### config.mk
export PLATFORM = sky130hd
export DESIGN_NAME = bcd_calendar
export DESIGN_NICKNAME = d
export VERILOG_FILES = /design/src/rtl/cal_pkg.sv /design/src/rtl/cal_bcd_step.sv /design/src/rtl/cal_month_len.sv /design/src/rtl/bcd_calendar.sv
export SDC_FILE = /design/constraint.sdc
export NUM_CORES = 1
export LEC_CHECK = 0
export BUFFER_PORTS_ARGS = -buffer_cell sky130_fd_sc_hd__buf_2
export CORE_MARGIN = 4
export CORE_UTILIZATION = 30
export CTS_CLUSTER_SIZE = 20
export DETAILED_ROUTE_END_ITERATION = 16
export MAX_ROUTING_LAYER = met4
export PLACE_DENSITY = 0.5
export SLEW_MARGIN = 20
export SYNTH_ARGS = -nofsm -noshare
export SYNTH_HDL_FRONTEND = slang
export SYNTH_SLANG_ARGS = --single-unit
export TNS_END_PERCENT = 100
### constraint.sdc
create_clock -name clk_i -period 6.02 [get_ports clk_i]
set_clock_uncertainty 0.1 [all_clocks]
set_input_delay 0 -clock clk_i [delete_from_list [all_inputs] [get_ports clk_i]]
set_output_delay 0 -clock clk_i [all_outputs]
set_load 0.02 [all_outputs]
### src/rtl/cal_pkg.sv
package cal_pkg;
  localparam int BYTE_W   = 8;
  localparam int N_REG    = 8;
  localparam int ADDR_W   = $clog2(N_REG);
  localparam int WIN_W    = BYTE_W * N_REG;
  localparam int N_CNT    = 7;   // chained BCD fields: sec..year, century
  localparam int WD_W     = 3;
  localparam int HR_VAL_W = 6;

  localparam int OFS_SEC = 0;
  localparam int OFS_MIN = 1;
  localparam int OFS_HR  = 2;
  localparam int OFS_DAY = 3;
  localparam int OFS_MON = 4;
  localparam int OFS_YR  = 5;
  localparam int OFS_WD  = 6;
  localparam int OFS_CEN = 7;

  typedef logic [BYTE_W-1:0] byte_t;

  function automatic int cnt_ofs(input int i);
    return (i == N_CNT - 1) ? OFS_CEN : i;
  endfunction

  function automatic byte_t fld_max(input int ofs);
    case (ofs)
      OFS_SEC, OFS_MIN: return 8'h59;
      OFS_HR:           return 8'h23;
      OFS_MON:          return 8'h12;
      OFS_YR, OFS_CEN:  return 8'h99;
      default:          return 8'h31;
    endcase
  endfunction

  function automatic byte_t fld_min(input int ofs);
    return (ofs == OFS_DAY || ofs == OFS_MON) ? 8'h01 : 8'h00;
  endfunction

  function automatic byte_t rst_byte(input int ofs);
    case (ofs)
      OFS_HR:           return 8'h80;
      OFS_DAY, OFS_MON: return 8'h01;
      OFS_CEN:          return 8'h20;
      default:          return 8'h00;
    endcase
  endfunction
endpackage

### src/rtl/cal_bcd_step.sv
module cal_bcd_step #(
  parameter int W = 8
) (
  input  logic [W-1:0] val_i,
  input  logic [W-1:0] max_i,
  input  logic [W-1:0] min_i,
  output logic [W-1:0] nxt_o,
  output logic         wrap_o
);
  logic [W-5:0] tens_inc;
  assign tens_inc = val_i[W-1:4] + 1'b1;

  always_comb begin
    wrap_o = (val_i >= max_i);
    if (wrap_o)                  nxt_o = min_i;
    else if (val_i[3:0] >= 4'd9) nxt_o = {tens_inc, 4'h0};
    else                         nxt_o = val_i + 1'b1;
  end
endmodule

### src/rtl/cal_month_len.sv
module cal_month_len
  import cal_pkg::*;
(
  input  byte_t mon_i,
  input  byte_t yr_i,
  output byte_t last_day_o
);
  logic leap;

  // BCD year divisible by 4: even tens -> ones 0/4/8, odd tens -> ones 2/6
  always_comb begin
    if (yr_i[4]) leap = (yr_i[3:0] == 4'd2) || (yr_i[3:0] == 4'd6);
    else         leap = (yr_i[3:0] == 4'd0) || (yr_i[3:0] == 4'd4) || (yr_i[3:0] == 4'd8);
  end

  always_comb begin
    case (mon_i)
      8'h02:                      last_day_o = leap ? 8'h29 : 8'h28;
      8'h04, 8'h06, 8'h09, 8'h11: last_day_o = 8'h30;
      default:                    last_day_o = 8'h31;
    endcase
  end
endmodule

### src/rtl/bcd_calendar.sv
module bcd_calendar
  import cal_pkg::*;
(
  input  logic              clk_i,
  input  logic              rst_ni,
  input  logic              tick_i,
  input  logic              load_i,
  input  logic [WIN_W-1:0]  load_data_i,
  input  logic [ADDR_W-1:0] rd_addr_i,
  output logic [BYTE_W-1:0] rd_data_o,
  output logic [WIN_W-1:0]  window_o,
  output logic              osc_run_o
);
  byte_t regs_q [N_REG];
  logic  run_q;

  byte_t cur     [N_CNT];
  byte_t nxt     [N_CNT];
  byte_t lim_max [N_CNT];
  logic  wrap    [N_CNT];
  logic  en      [N_CNT];
  byte_t day_max;
  logic  step;
  logic  load_zero;
  logic [WD_W-1:0] wd_nxt;

  assign step      = tick_i & run_q;
  assign load_zero = (load_data_i == '0);

  cal_month_len u_mlen (
    .mon_i      (regs_q[OFS_MON]),
    .yr_i       (regs_q[OFS_YR]),
    .last_day_o (day_max)
  );

  for (genvar i = 0; i < N_CNT; i++) begin : g_fld
    localparam int OFS = cnt_ofs(i);
    if (OFS == OFS_HR) begin : g_hr
      assign cur[i] = {{(BYTE_W-HR_VAL_W){1'b0}}, regs_q[OFS][HR_VAL_W-1:0]};
    end else begin : g_plain
      assign cur[i] = regs_q[OFS];
    end
    if (OFS == OFS_DAY) begin : g_dmax
      assign lim_max[i] = day_max;
    end else begin : g_cmax
      assign lim_max[i] = fld_max(OFS);
    end
    if (i == 0) begin : g_first
      assign en[i] = step;
    end else begin : g_chain
      assign en[i] = en[i-1] & wrap[i-1];
    end
    cal_bcd_step #(.W(BYTE_W)) u_step (
      .val_i  (cur[i]),
      .max_i  (lim_max[i]),
      .min_i  (fld_min(OFS)),
      .nxt_o  (nxt[i]),
      .wrap_o (wrap[i])
    );
  end

  assign wd_nxt = (regs_q[OFS_WD][WD_W-1:0] >= 3'd6) ? '0 : regs_q[OFS_WD][WD_W-1:0] + 1'b1;

  always_ff @(posedge clk_i or negedge rst_ni) begin
    if (!rst_ni) begin
      for (int k = 0; k < N_REG; k++) regs_q[k] <= rst_byte(k);
      run_q <= 1'b0;
    end else if (load_i) begin
      for (int k = 0; k < N_REG; k++) regs_q[k] <= load_data_i[k*BYTE_W +: BYTE_W];
      regs_q[OFS_WD] <= {{(BYTE_W-WD_W){1'b0}}, load_data_i[OFS_WD*BYTE_W +: WD_W]};
      if (load_zero) run_q <= 1'b1;
    end else begin
      for (int i = 0; i < N_CNT; i++) begin
        if (en[i]) begin
          if (cnt_ofs(i) == OFS_HR)
            regs_q[OFS_HR] <= {regs_q[OFS_HR][BYTE_W-1:HR_VAL_W], nxt[i][HR_VAL_W-1:0]};
          else
            regs_q[cnt_ofs(i)] <= nxt[i];
        end
      end
      if (en[OFS_DAY]) regs_q[OFS_WD] <= {{(BYTE_W-WD_W){1'b0}}, wd_nxt};
    end
  end

  for (genvar k = 0; k < N_REG; k++) begin : g_win
    assign window_o[k*BYTE_W +: BYTE_W] = regs_q[k];
  end
  assign rd_data_o = regs_q[rd_addr_i];
  assign osc_run_o = run_q;

  p_stopped_hold_r2: assert property (@(posedge clk_i) disable iff (!rst_ni)
    (!run_q && !load_i) |=> $stable(window_o));
  p_run_sticky_r2: assert property (@(posedge clk_i) disable iff (!rst_ni)
    run_q |=> run_q);
  p_load_copy_r3: assert property (@(posedge clk_i) disable iff (!rst_ni)
    load_i |=> (window_o[OFS_WD*BYTE_W-1:0] == $past(load_data_i[OFS_WD*BYTE_W-1:0]))
            && (window_o[WIN_W-1:OFS_CEN*BYTE_W] == $past(load_data_i[WIN_W-1:OFS_CEN*BYTE_W]))
            && (regs_q[OFS_WD] == {5'b0, $past(load_data_i[OFS_WD*BYTE_W +: WD_W])}));
  p_sec_digit_r4: assert property (@(posedge clk_i) disable iff (!rst_ni)
    !load_i |=> (regs_q[OFS_SEC][3:0] <= 4'd9) || $stable(regs_q[OFS_SEC]));
  p_hour_flag_r5: assert property (@(posedge clk_i) disable iff (!rst_ni)
    !load_i |=> $stable(regs_q[OFS_HR][BYTE_W-1:HR_VAL_W]));
  p_cen_carry_r9: assert property (@(posedge clk_i) disable iff (!rst_ni)
    !load_i |=> $stable(regs_q[OFS_CEN]) || (regs_q[OFS_YR] == 8'h00));
  p_wday_range_r10: assert property (@(posedge clk_i) disable iff (!rst_ni)
    (!load_i && regs_q[OFS_WD] <= 8'd6) |=> (regs_q[OFS_WD] <= 8'd6));
endmodule

Word level (Yosys, flattened, before mapping)
Cells that the tools add are included.

operators by class
  add/sub/neg operators = 15
  $lt $le $gt $ge = 16
  eq/ne operators = 9
  mux-type cells = 30
  bitwise gates (word level) = 8
  reductions and logical operators = 14

operators with widths
  cell                   count
  $mux W8                21
  $logic_not A64 Y1      1
  $mux W64               1
  $add A8 B1 Y8 const B  6
  $ge A4 B4 Y1 const B   8
  $add A4 B1 Y4 const B  6
  $bmux W8 S3            1
  $mux W6                3
  $eq A8 B3 Y1 const B   2
  $ge A8 B7 Y1 const B   2
  $ge A8 B8 Y1 const B   2
  $pmux W8 S2            1
  $reduce_bool A2 Y1     7
  $eq A4 B3 Y1 const B   2
  $eq A8 B2 Y1 const B   1
  $eq A8 B4 Y1 const B   1
  $eq A8 B5 Y1 const B   1
  $ge A8 B5 Y1 const B   1
  $ge A8 B8 Y1           1
  $and A1 B1 Y1          7
  $add A6 B1 Y6 const B  1
  $ge A6 B6 Y1 const B   1
  $eq A4 B2 Y1 const B   1
  $eq A4 B4 Y1 const B   1
  other kinds (10)       13

storage, ports and cells
  register bits after elaboration = 65
  output and inout port bits = 73

Depth between registers and ports, before layout
Gate-level depths: netlist (run 1).

  depth after elaboration = 12
  gate-level depth with buffers = 12
  gate-level depth less buffers = 12

Cells and area by module
A second synthesis (run 1) with hierarchy kept.

unflattened totals
  cells, all modules = 788
  area total of the unflattened synthesis = 7413.4 um^2

by module, submodules not included
  module         times used  cells each  area an instance (um^2)
  cal_bcd_step   7           62          545.5
  bcd_calendar   1           334         3452.1
  cal_month_len  1           20          142.6

Least setup slack after synthesis (run 1)
OpenSTA, ideal clock, no wires.

  path type = register to register
  from = reg regs_q, in the netlist window_o[32]
  to = reg regs_q, in the netlist window_o[60]
  setup time = 0.088 ns
  data arrival time = 3.088 ns
  path slack = 2.743 ns
  cell stages (with the launch flop) = 13
  path buffers = 0
  period minus slack after synthesis = 3.277 ns
  cells stage by stage = dfstp_2 inv_1 ha_1 o211ai_1 a21oi_1 o21ai_0 mux2_2 ha_1 or4b_1 a22o_1 o21ai_2 nor3_2 a41oi_1

between the ends
  longest elaborated chain between the ends = 8

ends and longest elaborated chain
  item                                        line                 source
  from (decl)                                 bcd_calendar.sv:14   byte_t regs_q [N_REG];
  from (signal, indexed assignment)           bcd_calendar.sv:70   regs_q[OFS_WD] <= {{(BYTE_W-WD_W){1'b0}}, load_data_i[OFS_WD*BYTE_W +: WD_W]};
  from (signal, indexed assignment)           bcd_calendar.sv:76   regs_q[OFS_HR] <= {regs_q[OFS_HR][BYTE_W-1:HR_VAL_W], nxt[i][HR_VAL_W-1:0]};
  from (signal, indexed assignment)           bcd_calendar.sv:78   regs_q[cnt_ofs(i)] <= nxt[i];
  $eq A8 B3 Y1, or another cell as far along  cal_month_len.sv:17  case (mon_i)
  $reduce_or A4 Y1                            cal_month_len.sv:17
  $pmux W8 S2                                 cal_month_len.sv:17
  $ge A8 B8 Y1                                cal_bcd_step.sv:14   wrap_o = (val_i >= max_i);
  $and A1 B1 Y1                               bcd_calendar.sv:51   assign en[i] = en[i-1] & wrap[i-1];
  $and A1 B1 Y1 (*) (2 in series)             bcd_calendar.sv:51
  $reduce_bool A2 Y1 (no source line) (*)     --

Mark *: on every way between the ends. The rest lies on a longest branch, timed or not.
A chain may end at the register's enable or synchronous reset.

Worst setup path after layout (run 1)
Ends and elaborated chain as after synthesis.

==> metrics, run 1 <==
routed vias 5,312; Crit path arrival time 3.90 ns; CTS H-tree lvls 3; CP max stage delay 0.59 ns; CTS tree built; simple logic cell fraction of the synthesized area 19.5%; DR pass1 iterations 5; Avg Inst Size Synth 8.85 µm²; layout cell share with drive strength beyond 1 25.7%; Startpoint Class flip-flop; post-synthesis sequential area ratio 30.8%; Synth top area share 28.7%; fin crit share 62.2%; most frequent CP cell ha_1; max-slew violation count 0; clk root buf clkbuf_16; Adder-Cell Fraction of Synth Area 11.0%; Worst Tran Pin Value 0.928 ns; mux cell area share after synthesis 7.71%; gr usage total 21.9%; diode count 0; XOR/XNOR Fraction of Synth Area 0.179%; most used flip-flop cell after synthesis dfrtp_1; WL/cell 20.4 µm; clock sink count 60; Synth Register Bits 60; Layout area overhead 36.2%; critical-path cell list inv_1 > ha_1 > o211ai_1 > a21oi_1 > o21ai_0 > mux2_2 > ha_1 > or4b_1 > a22o_1 > o21ai_2 > nor3_2 > a41oi_1; RSZ-0062 raised after global routing no; final setup violation count 0; DP HPWL 14,700 µm; most numerous cell in the Yosys netlist nand2_1; DRC violations left 0; total power 0.00197 W; power per cell area 296 mW/mm²; core area 0.0159 mm²; Clock Latency Late Sink 0.34 ns; largest net degree at the start of global routing 61; Async S/R FF share, synth 100%; status finished, final reports clean; vias per inst 5.56; # Max-Cap Violations 0; synth cell count leaders 65 x nand2_1, 56 x dfrtp_1, 48 x o21ai_0; setup TNS 0 ns; synth top area cells dfrtp_1 29%, ha_1 11%, mux4_2 5.1%, nand2_1 5.0%, o21ai_0 4.9%; DR iter-0 viols 508; vias in the first global route 5,260; antenna viol nets, final 0; hold buffer count at CTS 60; mapped cell area 0.00488 mm²; Chip Height 136 µm; FMAX 0.267 GHz; Pleak 3.00 nW; Final min period 3.74 ns; Clk pin slew, worst setup/hold paths 0.06 ns; GRT overflow 0; Routed WL 19,500 µm; post-CTS setup buffer count 0; number of I/O port buffers 138; YS warnings 0; initial antenna violation count 0; Final Hold Viols 0; Site Rows 46; Initial Utilization 30.6%; CTS max path bufs 2; post-CTS resize count 0; Synth Area in Compound Gates 24.9%; EDFF count, synth 0; critical path endpoint category flip-flop; Max-slew headroom 37.7%; VDD IR max 0.152 mV; die area 0.0184 mm²; worst setup path class reg -> reg; die extent in x 136 µm; CTS Buf Count 9; Mapped Cells 552; placer congestion estimate 0.947; largest family of logic cells by synthesized area compound AO/OA/AOI/OAI gates; Synth cell types 72; Final Net Count 849; first-pass GRT wire length 30,100 µm; IO Count 144; worst-path maximum fanout 9; Worst Hold Class in -> reg; Min Hold Slack 0.0797 ns; Critical-path top delay cell dfstp_2; CP required 6.17 ns; Synth area leader dfrtp_1
==> sequential cells by signal (all words and copies together), names as in the netlist <==
| register | cells |
|---|---|
| window_o | 59 |
| osc_run_o | 1 |
==> cells in the final DEF, fill, tap and decap left out, types with 8 or more instances in the layout <==
cell type      count
dlygate4sd3_1     60
ha_1              43
and3_1             8
a22oi_1           13
nor3_1            10
a21oi_1           29
mux4_2            11
o21ai_0           48
nand2_1           65
nand3_1           20
nor4_1            21
nor2_1            17
clkbuf_16          9
buf_2            138
dfrtp_1           56
inv_1             31
==> critical path: cells and delay by family, from the launching register on <==
kind / cells / cell delay (ns)
adders and majority gates: 2 / 0.46
and+or+nand+nor: 2 / 0.67
AOI/OAI and AO/OA: 6 / 1.51
muxes: 1 / 0.20
buffers and inverters: 1 / 0.11
DFF: 1 / 0.59
==> report_power, final <==
part | internal (W) | switching [W]
clock | 0.000395 | 0.000201
combinational | 0.000293 | 0.000435
sequential | 0.000481 | 0.000163
total | 0.00117 | 0.000799
==> cells by family after synthesis <==
group,after synthesis
AOI/OAI and AO/OA,176
adders and majority gates,43
buffers and inverters,64
xor gates and xnor gates,1
muxes,23
DFF,60
and+or+nand+nor,184
other,1
==> per-layer routing <==
metal | vias to the layer above | track usage (%) | wire length, µm
met5 | - | - | 0
met4 | 0 | 9.01 | 607
met3 | 44 | 2.64 | 1150
met2 | 212 | 33.7 | 8990
met1 | 2582 | 29.3 | 8770
li1 | 2474 | - | -
==> final cells by class <==
type / instances / area (µm²)
clock buffer: 12 / 267
clock inverter: 4 / 70.1
fill: 1622 / 9290
inverter: 31 / 116
multi-input combinational: 432 / 3110
sequential: 60 / 1510
tap: 216 / 270
timing repair buffer: 201 / 1310
==> stage by stage <==
step / setup WS (ns) / instance area, µm² / std cells / utilization [%]
floorplan: 2.74 / 4900 / 556 / -
global placement: 2.42 / 5720 / 880 / 35.9
detailed placement: 2.36 / 5720 / 880 / 35.9
CTS: 2.33 / 6660 / 956 / 41.7
global route: 2.04 / 6660 / 956 / 41.7
finish: 2.28 / 6660 / 956 / 41.7
==> path summary, 6_finish.rpt <==
kind                                    from  cells past startpoint  slack, ns            to
worst min register to register  window_o[22]                      1       0.46  window_o[22]
max in group asynchronous             rst_ni                      3       4.99  window_o[59]
worst min-delay path                  tick_i                      4       0.08   window_o[7]
min in group asynchronous             rst_ni                      3       0.27  window_o[10]
worst max-delay path            window_o[32]                     12       2.28  window_o[60]
worst max register to register  window_o[32]                     12       2.28  window_o[60]
Power figures use the tool's default switching activity.
==> run 2: changes to the inputs <==
Clock period 6.02 ns to 3.5 ns, I/O delays scaled along.
==> run 2 against run 1 <==
Net effect: core utilization up 0.66 points; sequential power increased by 72%; worst setup slack worse by 2.1 ns; die area is the same; sequential share of layout area is 0.35 points lower; non-clock buffer count increased by 18; clock power increased by 37%; largest cell class unchanged; critical path depth grew 1; flip-flop and latch count unchanged; combinational power increased by 83%; fmax up 14%; first-iteration DRC count increased by 10%.
==> metrics, run 2 (synthesis gave the netlist of run 1 again) <==
status finished, final reports clean; DR iter-0 viols 560 (+10%); die area 0.0184 mm² (unchanged); gr usage total 22.3% (+0.45 points); most frequent cells in the layout 138 x buf_2, 65 x nand2_1, 60 x dlygate4sd3_1; clk root buf clkbuf_16; max reg flops 59 (unchanged); CTS max path bufs 2 (unchanged); CTS H-tree lvls 3 (unchanged); DRC violations left 0 (unchanged); WP buf/inv 2 (+1); Critical-path top delay cell dfstp_2; DP HPWL 15,400 µm (+4.5%); Clock Latency Late Sink 0.34 ns (about the same); setup TNS 0 ns (unchanged); commonest non-fill, non-tap cell in the layout buf_2; layout cell share with drive strength beyond 1 27.5% (+1.8 points); CTS Buf Count 9 (unchanged); largest net degree at the start of global routing 53 (-13%); worst-path maximum fanout 8 (-1); max-slew violation count 0 (unchanged); VDD IR max 0.310 mV (+100%); vias per inst 5.57 (+0.16%); WL/cell 20.7 µm (+1.3%); GRT overflow 0 (unchanged); final cell count without fillers 973 (+1.8%); core area 0.0159 mm² (unchanged); final setup violation count 0 (unchanged); critical path endpoint category flip-flop; vias in the first global route 5,407 (+2.8%); DR pass1 iterations 5 (unchanged); Initial Utilization 30.6% (unchanged); power per cell area 481 mW/mm² (+63%); clock sink count 60 (unchanged); Layout area overhead 38.4%; Final Hold Viols 0 (unchanged); number of I/O port buffers 138 (unchanged); Final Net Count 867 (+2.1%); Chip Height 136 µm (unchanged); Pleak 3.06 nW (+1.8%); Worst Tran Pin Value 0.737 ns (-0.191 ns); first-pass GRT wire length 30,500 µm (+1.4%); Max-slew headroom 50.4% (+13 points); FMAX 0.304 GHz (+14%); # Max-Cap Violations 0 (unchanged); DP Cell Count 895 (+1.7%); Clk pin slew, worst setup/hold paths 0.05 ns (about the same); Worst Hold Class in -> reg; critical path's top delay family compound AO/OA/AOI/OAI gates; routed vias 5,415 (+1.9%); total power 0.00325 W (+65%); fin crit share 93.9% (+32 points); worst setup path class reg -> reg; Final min period 3.29 ns (-0.457 ns); Util after Layout 42.4% (+0.66 points); CP required 3.60 ns (-2.57 ns); placer congestion estimate 0.934 (-1.4%); initial antenna violation count 0 (unchanged); diode count 0 (unchanged); CTS tree built; antenna viol nets, final 0 (unchanged); Site Rows 46 (unchanged); RSZ-0062 raised after global routing yes; critical-path cell list inv_1 > ha_2 > o211ai_1 > a21oi_1 > o21ai_1 > mux2_2 > ha_1 > or4b_1 > a22o_4 > o21ai_2 > buf_6 > nor3_2 > mux2i_1; Final WS setup 0.214 ns (-2.06 ns); die extent in x 136 µm (unchanged); Startpoint Class flip-flop; CP max stage delay 0.56 ns (-0.03 ns); IO Count 144 (unchanged); Routed WL 20,100 µm (+3.1%); Crit path arrival time 3.39 ns (-0.51 ns); pre-CTS setup slack 0.0301 ns (-2.33 ns)
run 2: cell types whose count changed in the layout (fill, tap and decap cells not counted), moves of 2 or more:
cell       delta
bufinv_16     -2
clkbuf_8      -2
clkinv_2      -2
a41oi_2       +2
a41oi_1       -2
buf_4        +16
clkbuf_1      +5
run 2: worst register-to-register path: stages (launching register included):
cell and delay (ns):
dfstp_2 0.56, inv_1 0.09, ha_2 0.21, o211ai_1 0.18
a21oi_1 0.09, o21ai_1 0.16, mux2_2 0.17, ha_1 0.21
or4b_1 0.51, a22o_4 0.27, o21ai_2 0.16, buf_6 0.17
nor3_2 0.11, mux2i_1 0.16
run 2: stage by stage:
| step | area, µm² | hold WS, ns |
|---|---|---|
| finish | 6760 | 0.0708 |
| global route | 6760 | 0.127 |
| CTS | 6700 | 0.0645 |
| detailed placement | 5840 | -0.0120 |
| global placement | 5840 | -0.0213 |
| floorplan | 4900 | -0.396 |
run 2: power breakdown:
| part | switching [W] | internal (W) | total [W] |
|---|---|---|---|
| Clock | 0.000321 | 0.000496 | 0.000817 |
| Combinational | 0.000781 | 0.000544 | 0.00133 |
| Sequential | 0.000279 | 0.000828 | 0.00111 |
| Total | 0.00138 | 0.00187 | 0.00325 |
run 2: routing by layer:
metal / GRT usage (%) / share of wire [%] / up-vias
met4: 8.68 / 2.8 / 0
met2: 33.3 / 46 / 217
met5: - / 0 / -
met3: 3.27 / 5.7 / 42
met1: 30.6 / 46 / 2649
li1: - / - / 2507
run 2: timing repair:
item	4_1_cts	5_1_grt
endpoints found under the hold margin	86	0
resized for setup	0	9
hold buffers	60	0
endpoints found under the setup margin	0	31
buffers inserted	0	3
run 2: final timing paths:
kind	slack, ns	depth (start not counted)	endpoint	start
worst max-delay path	0.21	13	window_o[57]	window_o[32]
max in group asynchronous	2.20	3	window_o[32]	rst_ni
worst max register to register	0.21	13	window_o[57]	window_o[32]
worst min-delay path	0.07	3	window_o[31]	load_i
worst min register to register	0.46	1	window_o[22]	window_o[22]
min in group asynchronous	0.15	2	window_o[15]	rst_ni
run 2: layout make-up:
type / count / area [µm²]
Clock buffer: 15 / 258
Fill cell: 1624 / 9180
Inverter: 31 / 116
Multi-Input combinational cell: 432 / 3140
Sequential cell: 60 / 1510
Tap cell: 216 / 270
Timing Repair Buffer: 219 / 1470
==> run 3: changes to the inputs <==
Settings changed: CORE_ASPECT_RATIO set to 1.2.
==> run 3 against run 2 <==
Net effect: critical path depth stayed put; via count is 0.81% lower; register-to-register slack worse by 0.07 ns; fmax is 2.0% lower; critical path type unchanged; final cell count is 1.3% lower; core utilization is 0.17 points higher; largest cell class unchanged; global-route usage is 0.75 points lower; sequential share of layout area is 0.16 points higher; combinational power is 3% lower; clock-buffer cell count is 4 lower; worst hold slack worse by 0.034 ns; clock power is 7.1% higher; critical endpoint is now window_o[60].
==> metrics, run 3 (synthesis gave the netlist of run 1 again) <==
status finished, final reports clean; commonest non-fill, non-tap cell in the layout buf_2; final cell count without fillers 960 (-1.3%); Layout area overhead 37.4%; most frequent cells in the layout 138 x buf_2, 65 x nand2_1, 60 x dlygate4sd3_1; routing usage on met1 25.8% (-4.8 points); VDD IR max 0.249 mV (-20%); die area 0.0184 mm² (about the same); Most Used Layer, Global Route met2; CTS max path bufs 2 (unchanged); Crit. Startpoint window_o[32]; critical path endpoint category flip-flop; number of I/O port buffers 138 (unchanged); routed vias 5,371 (-0.81%); WHS Endpoint window_o[50]; Routed WL 19,700 µm (-2.0%); met3 GRT Util 3.36% (+0.092 points); Worst Hold Class in -> reg; Hold Path Depth 3 (unchanged); largest net degree at the start of global routing 40 (-25%); met2 usage 36.8% (+3.5 points); Worst Tran Pin Value 0.921 ns (+0.184 ns); fin crit share 95.8% (+1.9 points); pre-CTS setup slack 0.0833 ns (+0.0532 ns); total power 0.00326 W (+0.37%); Pleak 3.04 nW (-0.50%); FMAX 0.298 GHz (-2.0%); Clk pin slew, worst setup/hold paths 0.05 ns (about the same); Fill cells 1,576 (-3.0%); Max-slew headroom 38.6% (-12 points); RSZ-0062 raised after global routing no; GRT overflow 0 (unchanged); initial antenna violation count 0 (unchanged); power per cell area 486 mW/mm² (+1.1%); CTS Buf Count 9 (unchanged); placer congestion estimate 0.983 (+5.3%); # Max-Cap Violations 0 (unchanged); Final Net Count 861 (-0.69%); Clock Latency Late Sink 0.34 ns (about the same); Reg2Reg Depth 13 (unchanged); area of the multi-input gates 0.00314 mm² (-0.16%); die extent in x 124 µm (-8.2%); CP required 3.65 ns (+0.05 ns); Chip Height 148 µm (+9.0%); IO Count 144 (unchanged); worst reg2reg endpoint window_o[60]; R2R Path Start window_o[32]; final setup violation count 0 (unchanged); Site Rows 50 (+8.7%); layout cell share with drive strength beyond 1 27.1% (-0.35 points); Initial Utilization 31.0% (+0.35 points); Util after Layout 42.6% (+0.17 points); diode count 0 (unchanged); vias in the first global route 5,285 (-2.3%); antenna viol nets, final 0 (unchanged); Startpoint Class flip-flop; setup TNS 0 ns (unchanged); gr usage total 21.6% (-0.75 points); CTS H-tree lvls 3 (unchanged); DP HPWL 15,300 µm (-0.23%); core area 0.0158 mm² (-1.1%); worst setup path class reg -> reg; DP Cell Count 884 (-1.2%); Final Hold Viols 0 (unchanged); CTS tree built; Min-Delay Startpoint load_i; clock sink count 60 (unchanged); Final min period 3.35 ns (+0.0659 ns); first-pass GRT wire length 30,600 µm (+0.34%); clk root buf clkbuf_16; DRC violations left 0 (unchanged); vias per inst 5.59 (+0.53%); Crit path arrival time 3.50 ns (+0.11 ns); R2R Setup Slk 0.15 ns (-0.07 ns); DR iter-0 viols 526 (-6.1%); WL/cell 20.5 µm (-0.64%); max-slew violation count 0 (unchanged); DR pass1 iterations 7 (+2); register area 0.00151 mm² (unchanged); Final WS setup 0.148 ns (-0.0659 ns); max reg flops 59 (unchanged); worst-path maximum fanout 9 (+1)
[run 3: cell types whose count changed in the layout (fill, tap and decap cells not counted), moves of 2 or more]
| cell | previous run | this run |
|---|---|---|
| a41oi_1 | 3 | 5 |
| a41oi_2 | 2 | 0 |
| buf_4 | 19 | 15 |
| clkbuf_1 | 5 | 2 |
| clkinv_2 | 0 | 3 |
[run 3: layout make-up]
type	count	share of cell area, %
Clock buffer	11	3.47
Clock inverter	5	0.783
Inverter	31	1.73
Multi-Input combinational cell	432	46.8
Sequential cell	60	22.4
Tap cell	208	3.88
Timing Repair Buffer	213	20.9
[run 3: worst max path at each step]
stage,cells past startpoint,slack [ns],to
floorplan,12,0.22,window_o[60]
global placement,12,0.17,window_o[60]
detailed placement,12,0.08,window_o[25]
CTS,13,0.07,window_o[60]
global route,13,0.005,window_o[60]
finish,13,0.15,window_o[60]
[run 3: power by group]
part           total (W)  internal [W]  switching, W
combinational    0.00129      0.000527      0.000763
sequential       0.00110      0.000828      0.000267
clock           0.000875      0.000547      0.000328
total            0.00326       0.00190       0.00136
[run 3: per-layer routing]
metal / vias up / share of wire (%) / wire length, µm
met3: 41 / 5.2 / 1020
met2: 228 / 50 / 9910
met5: - / 0 / 0
li1: 2489 / - / -
met4: 0 / 2.7 / 541
met1: 2613 / 42 / 8260
[run 3: critical path, cell delays in order, from the launching register on]
cell	delay, ns
dfstp_2	0.58
inv_1	0.11
ha_1	0.25
o211ai_1	0.18
a21oi_1	0.08
o21ai_1	0.15
mux2_2	0.17
ha_1	0.22
or4b_4	0.50
a22o_4	0.27
o21ai_2	0.14
buf_4	0.19
nor3_2	0.11
a41oi_1	0.20
[run 3: what timing repair did]
item	in CTS	in global routing
endpoints found under the setup margin	0	29
endpoints found under the hold margin	96	0
hold buffers	60	0
resized for setup	0	7
setup buffers	0	0
[run 3: through the flow]
stage,hold slack (ns),cell area (µm²)
final,0.0364,6710
after global routing,0.0392,6710
after CTS,0.0253,6680
after detailed placement,0.0909,5800
after global placement,0.0925,5800
after floorplan,-0.396,4900
